`src/rtl/brk_uart_tx_pkg.sv`:
```
package brk_uart_tx_pkg;

    localparam int UTX_DATA_W    = 8;
    localparam int UTX_OSR       = 16;
    localparam int UTX_BRK_ZEROS = 12;

    typedef enum logic {
        FRM_NORMAL = 1'b0,
        FRM_BREAK  = 1'b1
    } frm_kind_e;

    function automatic int unsigned frm_len(frm_kind_e kind, int unsigned data_w,
                                            int unsigned brk_zeros);
        return (kind == FRM_BREAK) ? brk_zeros + 2 : data_w + 2;
    endfunction

    function automatic int unsigned shift_width(int unsigned data_w, int unsigned brk_zeros);
        return ((brk_zeros > data_w) ? brk_zeros : data_w) + 2;
    endfunction

endpackage

```
`src/rtl/utx_hold_buf.sv`:
```
module utx_hold_buf #(
    parameter int DATA_W = brk_uart_tx_pkg::UTX_DATA_W
) (
    input  logic              clk,
    input  logic              rst,
    input  logic              tx_en,
    input  logic              wr_en,
    input  logic [DATA_W-1:0] wr_data,
    input  logic              take,
    output logic              full,
    output logic [DATA_W-1:0] data
);

    always_ff @(posedge clk) begin
        if (rst || !tx_en) begin
            full <= 1'b0;
        end else if (take) begin
            full <= 1'b0;
        end else if (wr_en && !full) begin
            full <= 1'b1;
            data <= wr_data;
        end
    end

    // a write into a full register leaves its content untouched
    p_full_write_ignored_r4: assert property (@(posedge clk) disable iff (rst)
        (full && wr_en && !take && tx_en) |=> (full && $stable(data)));

    // the shifter only takes a byte that is actually there
    p_take_needs_full_r3: assert property (@(posedge clk) disable iff (rst)
        take |-> full);

endmodule

```
`src/rtl/utx_bit_timer.sv`:
```
module utx_bit_timer #(
    parameter int OSR = brk_uart_tx_pkg::UTX_OSR
) (
    input  logic clk,
    input  logic rst,
    input  logic run,
    input  logic baud_tick,
    output logic bit_done
);

    localparam int CW = (OSR > 1) ? $clog2(OSR) : 1;
    localparam logic [CW-1:0] LAST = CW'(OSR - 1);

    logic [CW-1:0] cnt;

    always_ff @(posedge clk) begin
        if (rst || !run) begin
            cnt <= '0;
        end else if (baud_tick) begin
            cnt <= (cnt == LAST) ? '0 : cnt + 1'b1;
        end
    end

    assign bit_done = run && baud_tick && (cnt == LAST);

    // the oversampling count only moves on a strobe
    p_tick_hold_r2: assert property (@(posedge clk) disable iff (rst)
        (run && !baud_tick) |=> ((cnt == $past(cnt)) || !run));

endmodule

```
`src/rtl/utx_shifter.sv`:
```
module utx_shifter
    import brk_uart_tx_pkg::*;
#(
    parameter int DATA_W    = UTX_DATA_W,
    parameter int BRK_ZEROS = UTX_BRK_ZEROS
) (
    input  logic              clk,
    input  logic              rst,
    input  logic              abort,
    input  logic              load,
    input  frm_kind_e         load_kind,
    input  logic [DATA_W-1:0] load_data,
    input  logic              bit_done,
    output logic              txd,
    output logic              busy,
    output frm_kind_e         kind,
    output logic              frame_end
);

    localparam int SH_W  = shift_width(DATA_W, BRK_ZEROS);
    localparam int CNT_W = $clog2(SH_W + 1);
    localparam logic [CNT_W-1:0] LEN_NORM = CNT_W'(frm_len(FRM_NORMAL, DATA_W, BRK_ZEROS));
    localparam logic [CNT_W-1:0] LEN_BRK  = CNT_W'(frm_len(FRM_BREAK, DATA_W, BRK_ZEROS));

    logic [SH_W-1:0]  sreg;
    logic [CNT_W-1:0] left;
    logic [SH_W-1:0]  frame_norm;
    logic [SH_W-1:0]  frame_brk;

    always_comb begin
        frame_norm = {{(SH_W - DATA_W - 1){1'b1}}, load_data, 1'b0};
        frame_brk  = {{(SH_W - BRK_ZEROS - 1){1'b1}}, {(BRK_ZEROS + 1){1'b0}}};
    end

    assign frame_end = busy && bit_done && (left == CNT_W'(1));

    always_ff @(posedge clk) begin
        if (rst || abort) begin
            busy <= 1'b0;
            left <= '0;
            sreg <= '1;
            kind <= FRM_NORMAL;
        end else if (load) begin
            busy <= 1'b1;
            kind <= load_kind;
            if (load_kind == FRM_BREAK) begin
                sreg <= frame_brk;
                left <= LEN_BRK;
            end else begin
                sreg <= frame_norm;
                left <= LEN_NORM;
            end
        end else if (busy && bit_done) begin
            sreg <= {1'b1, sreg[SH_W-1:1]};
            left <= left - 1'b1;
            if (left == CNT_W'(1)) begin
                busy <= 1'b0;
            end
        end
    end

    assign txd = busy ? sreg[0] : 1'b1;

    // a frame in flight always has bits left to send
    p_left_nonzero_r8: assert property (@(posedge clk) disable iff (rst)
        busy |-> (left != '0));

    // a new frame never overwrites one in flight
    p_load_when_idle_r3: assert property (@(posedge clk) disable iff (rst)
        load |-> !busy);

endmodule

```
`src/rtl/brk_uart_tx.sv`:
```
module brk_uart_tx
    import brk_uart_tx_pkg::*;
#(
    parameter int DATA_W    = UTX_DATA_W,
    parameter int OSR       = UTX_OSR,
    parameter int BRK_ZEROS = UTX_BRK_ZEROS
) (
    input  logic              clk,
    input  logic              rst,
    input  logic              baud_tick,
    input  logic              tx_en,
    input  logic              brk_set,
    input  logic              wr_en,
    input  logic [DATA_W-1:0] wr_data,
    output logic              txd,
    output logic              buf_empty,
    output logic              shf_idle,
    output logic              brk_bit
);

    logic              hold_full;
    logic [DATA_W-1:0] hold_data;
    logic              busy;
    logic              load;
    logic              bit_done;
    logic              frame_end;
    frm_kind_e         cur_kind;
    frm_kind_e         next_kind;
    logic              brk_flag;

    assign load      = tx_en && hold_full && !busy;
    assign next_kind = brk_flag ? FRM_BREAK : FRM_NORMAL;

    utx_hold_buf #(.DATA_W(DATA_W)) u_hold (
        .clk     (clk),
        .rst     (rst),
        .tx_en   (tx_en),
        .wr_en   (wr_en),
        .wr_data (wr_data),
        .take    (load),
        .full    (hold_full),
        .data    (hold_data)
    );

    utx_bit_timer #(.OSR(OSR)) u_timer (
        .clk       (clk),
        .rst       (rst),
        .run       (busy),
        .baud_tick (baud_tick),
        .bit_done  (bit_done)
    );

    utx_shifter #(.DATA_W(DATA_W), .BRK_ZEROS(BRK_ZEROS)) u_shift (
        .clk       (clk),
        .rst       (rst),
        .abort     (!tx_en),
        .load      (load),
        .load_kind (next_kind),
        .load_data (hold_data),
        .bit_done  (bit_done),
        .txd       (txd),
        .busy      (busy),
        .kind      (cur_kind),
        .frame_end (frame_end)
    );

    // break flag: set by request, cleared when a break frame's stop bit ends
    always_ff @(posedge clk) begin
        if (rst) begin
            brk_flag <= 1'b0;
        end else begin
            if (frame_end && cur_kind == FRM_BREAK) begin
                brk_flag <= 1'b0;
            end
            if (brk_set) begin
                brk_flag <= 1'b1;
            end
        end
    end

    assign buf_empty = !hold_full;
    assign shf_idle  = !busy;
    assign brk_bit   = brk_flag;

    // disabling empties everything on the next edge
    p_abort_flush_r9: assert property (@(posedge clk) disable iff (rst)
        !tx_en |=> (shf_idle && buf_empty));

    // the flag only drops together with the end of a frame
    p_brk_clear_at_end_r6: assert property (@(posedge clk) disable iff (rst)
        $fell(brk_flag) |-> shf_idle);

    // a hand-over starts a frame and frees the holding register
    p_handover_r3: assert property (@(posedge clk) disable iff (rst)
        load |=> (!shf_idle && buf_empty));

endmodule

```
`config.mk`:
```
export PLATFORM = sky130hd
export DESIGN_NAME = brk_uart_tx
export DESIGN_NICKNAME = d
export VERILOG_FILES = /design/src/rtl/brk_uart_tx_pkg.sv /design/src/rtl/utx_hold_buf.sv /design/src/rtl/utx_bit_timer.sv /design/src/rtl/utx_shifter.sv /design/src/rtl/brk_uart_tx.sv
export SDC_FILE = /design/constraint.sdc
export NUM_CORES = 1
export LEC_CHECK = 0
export BUFFER_PORTS_ARGS = -buffer_cell sky130_fd_sc_hd__buf_2
export CORE_AREA = 2 2 57 59
export DETAILED_ROUTE_END_ITERATION = 12
export DIE_AREA = 0 0 59 61
export PLACE_DENSITY = 0.72
export REMOVE_ABC_BUFFERS = 1
export SLEW_MARGIN = 20
export SYNTH_ARGS = -nofsm -noshare
export SYNTH_HDL_FRONTEND = slang
export SYNTH_HIERARCHICAL = 1
export SYNTH_SLANG_ARGS = --single-unit
```
`constraint.sdc`:
```
create_clock -name clk -period 4.4 [get_ports clk]
set_clock_uncertainty 0.15 [all_clocks]
set_input_delay 0.88 -clock clk [delete_from_list [all_inputs] [get_ports clk]]
set_output_delay 0.88 -clock clk [all_outputs]
set_load 0.01 [all_outputs]
```
==> impl_metrics.yaml <==
status:
  status: "finished clean"
sta:
  drv_slew: 0
  finalHoldViolCount: 0
  fin_crit_ns: 2.38
  rsz0062_at_grt: "no"
  fin_setup_tns_ns: 0
  holdWs_ns: 0.325
  clock.fmax_mhz: 420
  final-setup-viol-count: 0
  relSlewSlack_pct: 53.1
  fin_crit_sh_pct: 54.1
  tightestPinTransition_ns: 0.702
global_routing:
  grt_use_met1_pct: 16.4
  gr-usage-met3_pct: 5.12
  grt_max_degree: 19
  top_usage_layer: "met2"
  grt_first_pass_wirelength_mm: 3.95
  grt_antenna_before_repair: 0
  grt_pass1_vias: 954
  grt_remaining_overflow: 0
  grt_use_total_pct: 15.5
  use_met2_pct: 25.6
logic_synthesis:
  ys_seq_elements: 33
  yosysSeqAreaShare_pct: 53.9
  yosysWarnings: 6
  synth_area_sq_um: 1380
  ys_types: 38
  syn_avg_cell_area_sq_um: 10.7
  syn_inst: 129
clocking:
  cts_inserted_buffers: 5
  cts-htree-levels: 2
  cts_setup_buffers: 0
  worstSkewPairLatency_ns: 0.34
  cts_tree: "yes"
  clkTransAtPathRegs_ns: 0.09
  clock_sinks: 33
  cts.hold.buffers_added: 0
  clockBufferDepth: 2
  cts-root-buf: "clkbuf_4"
  cts_resized: 0
finish:
  multi_input_area_sq_um: 581
  syn_to_final_growth_pct: 14.0
  antennaDiodeCount: 0
  final_cells: 184
  nFillCells: 282
  layout.nets: 167
  layout-drive-gt1-share_pct: 19.9
  fin_util_pct: 53.1
  seqCellArea_sq_um: 741
die:
  start_util_pct: 46.6
  rows: 20
  ioPinCount: 18
  die-area_sq_um: 3600
  die_w_microns: 59
  die_y_microns: 61
  core_sq_um: 2950
routing:
  drt-initial-drc-count: 21
  viasPerCell: 5.34
  wl_per_cell_microns: 12.5
  vias: 983
  drc: 0
  ant_nets: 0
  drt_pass1_iterations: 4
  drt_wl_total_mm: 2.30
place:
  gp_congestion: 0.758
  io_buffers: 17
  dp_hpwl_mm: 1.63
  dpl.cell_count: 176
worst_setup_path:
  reg2regPathDepth: 6
  r2r_setup_slack_ns: 2.25
  start_kind: "flop"
  critPathRequiredTime_ns: 3.37
  r2r_end: "u_shift/left[3]$_SDFFE_PP0P_"
  worstReg2RegStart: "u_timer/cnt[0]$_SDFFE_PP0P_"
  crit_path_end_kind: "output pin"
  worst-path-max-fanout: 12
  worstPathArrival_ns: 1.35
  path_class: "reg -> out"
power_and_ir_drop:
  p_clk_share_pct: 38.6
  p_int_mw: 0.446
  pwr-share-seq_pct: 56.7
  p_leak_nw: 0.672
  power_mw: 0.563
  ir_worst_vdd_v: 0.000206
  p_sw_share_pct: 20.8
  power_frac_comb_pct: 4.6
  net-switching-power_mw: 0.117
  power_density_nw_per_um2: 359
hold_path:
  min_path_type: "reg -> reg"
  hold_path_end: "u_shift/sreg[8]$_SDFFE_PP1P_"
  min_from: "u_hold/data[7]$_DFFE_PP_"
  hold_depth: 2
flow_run:
  max-cap-violations: 0
## final cells by class
cell class	instances	area share [%]
Inverter	8	1.92
Sequential cell	33	47.2
Clock inverter	2	2.15
Tap cell	33	2.63
Multi-Input combinational cell	83	37.0
Timing Repair Buffer	19	6.38
Clock buffer	6	2.63
## logic make-up (layout without fill, tap and decap cells)
| kind of cell | count (synthesis) | in the layout | share of synthesized area [%] |
|---|---|---|---|
| mux | 10 | 10 | 7.28 |
| fa+ha+maj | 3 | 3 | 2.73 |
| simple gates | 32 | 32 | 14.1 |
| xor+xnor | 5 | 5 | 3.19 |
| flops | 33 | 33 | 53.9 |
| compound gates | 33 | 33 | 14.9 |
| buf+inv | 13 | 35 | 3.91 |
## stage by stage
step	cell area [sq um]	worst slack, ns
floorplan	1350	1.59
global placement	1490	1.86
detailed placement	1490	1.77
CTS	1570	1.99
global route	1570	1.94
finish	1570	2.02
## flip-flops by register name (all words and copies together) (netlist names)
signal and count:
u_shift/sreg 13, u_hold/data 8, u_shift/left 4, u_timer/cnt 4
brk_bit 1, u_hold/full 1, u_shift/busy 1, u_shift/kind 1
## cell usage after synthesis, drive strengths merged
| master | n | area share, % |
|---|---|---|
| a211oi | 5 | 2.7 |
| a21oi | 9 | 3.3 |
| a311oi | 1 | 1.1 |
| a31oi | 1 | 0.46 |
| and2 | 1 | 0.46 |
| and3 | 3 | 1.4 |
| and4b | 1 | 0.73 |
| buf | 2 | 0.91 |
| clkbuf | 3 | 0.82 |
| dfxtp | 25 | 36 |
| edfxtp | 8 | 17 |
| ha | 3 | 2.7 |
| inv | 8 | 2.2 |
| mux2i | 10 | 7.3 |
| nand2 | 4 | 1.6 |
| nand2b | 2 | 0.91 |
| nand3 | 1 | 0.36 |
| nand4 | 2 | 1.4 |
| nor2 | 10 | 2.9 |
| nor2b | 1 | 0.46 |
| nor3 | 2 | 0.73 |
| nor4b | 2 | 1.7 |
| o211a | 1 | 0.73 |
| o21ai | 13 | 4.7 |
| o22ai | 1 | 0.46 |
| o31a | 1 | 0.64 |
| o41a | 1 | 0.82 |
| or2 | 2 | 0.91 |
| or2b | 1 | 0.55 |
| xnor2 | 2 | 1.3 |
| xor2 | 3 | 1.9 |
## routing by layer
layer | wire, microns | vias to the layer above
li1 | - | 502
met1 | 1000 | 450
met2 | 1100 | 21
met3 | 118 | 10
met4 | 83 | 0
met5 | 0 | -
## worst max path at each step
stage	cells past startpoint	slack [ns]	startpoint	to
CTS	2	1.99	u_shift/busy$_SDFFE_PP0P_	txd
global route	2	1.94	u_shift/busy$_SDFFE_PP0P_	txd
global placement	6	1.86	baud_tick	u_shift/left[3]$_SDFFE_PP0P_
floorplan	4	1.59	tx_en	u_hold/data[0]$_DFFE_PP_
finish	2	2.02	u_shift/busy$_SDFFE_PP0P_	txd
detailed placement	6	1.77	baud_tick	u_shift/left[3]$_SDFFE_PP0P_
## power groups by stage
stage,sequential [mW],combinational [mW],clock (mW)
2_1_floorplan,0.326,0.0137,0
3_3_place_gp,0.326,0.0257,0
3_5_place_dp,0.326,0.0262,0
5_1_grt,0.320,0.0295,0.233
4_1_cts,0.319,0.0265,0.223
6_report,0.319,0.0261,0.217
## critical path, stage by stage (launching register included)
cell     delay (ns)
dfxtp_1        0.60
or2b_1         0.27
buf_2          0.14
## cells in the final DEF (no fill, tap or decap), drive strengths merged, types with 2 or more instances in the layout
cell type  instances
a211oi             5
a21oi              9
and3               3
buf               19
clkbuf             6
dfxtp             25
edfxtp             8
ha                 3
inv                8
mux2i             10
nand2              4
nand2b             2
nand4              2
nor2              10
nor3               2
nor4b              2
o21ai             13
or2                2
xnor2              2
xor2               3
Note: power is estimated with default switching activity, not from simulation.
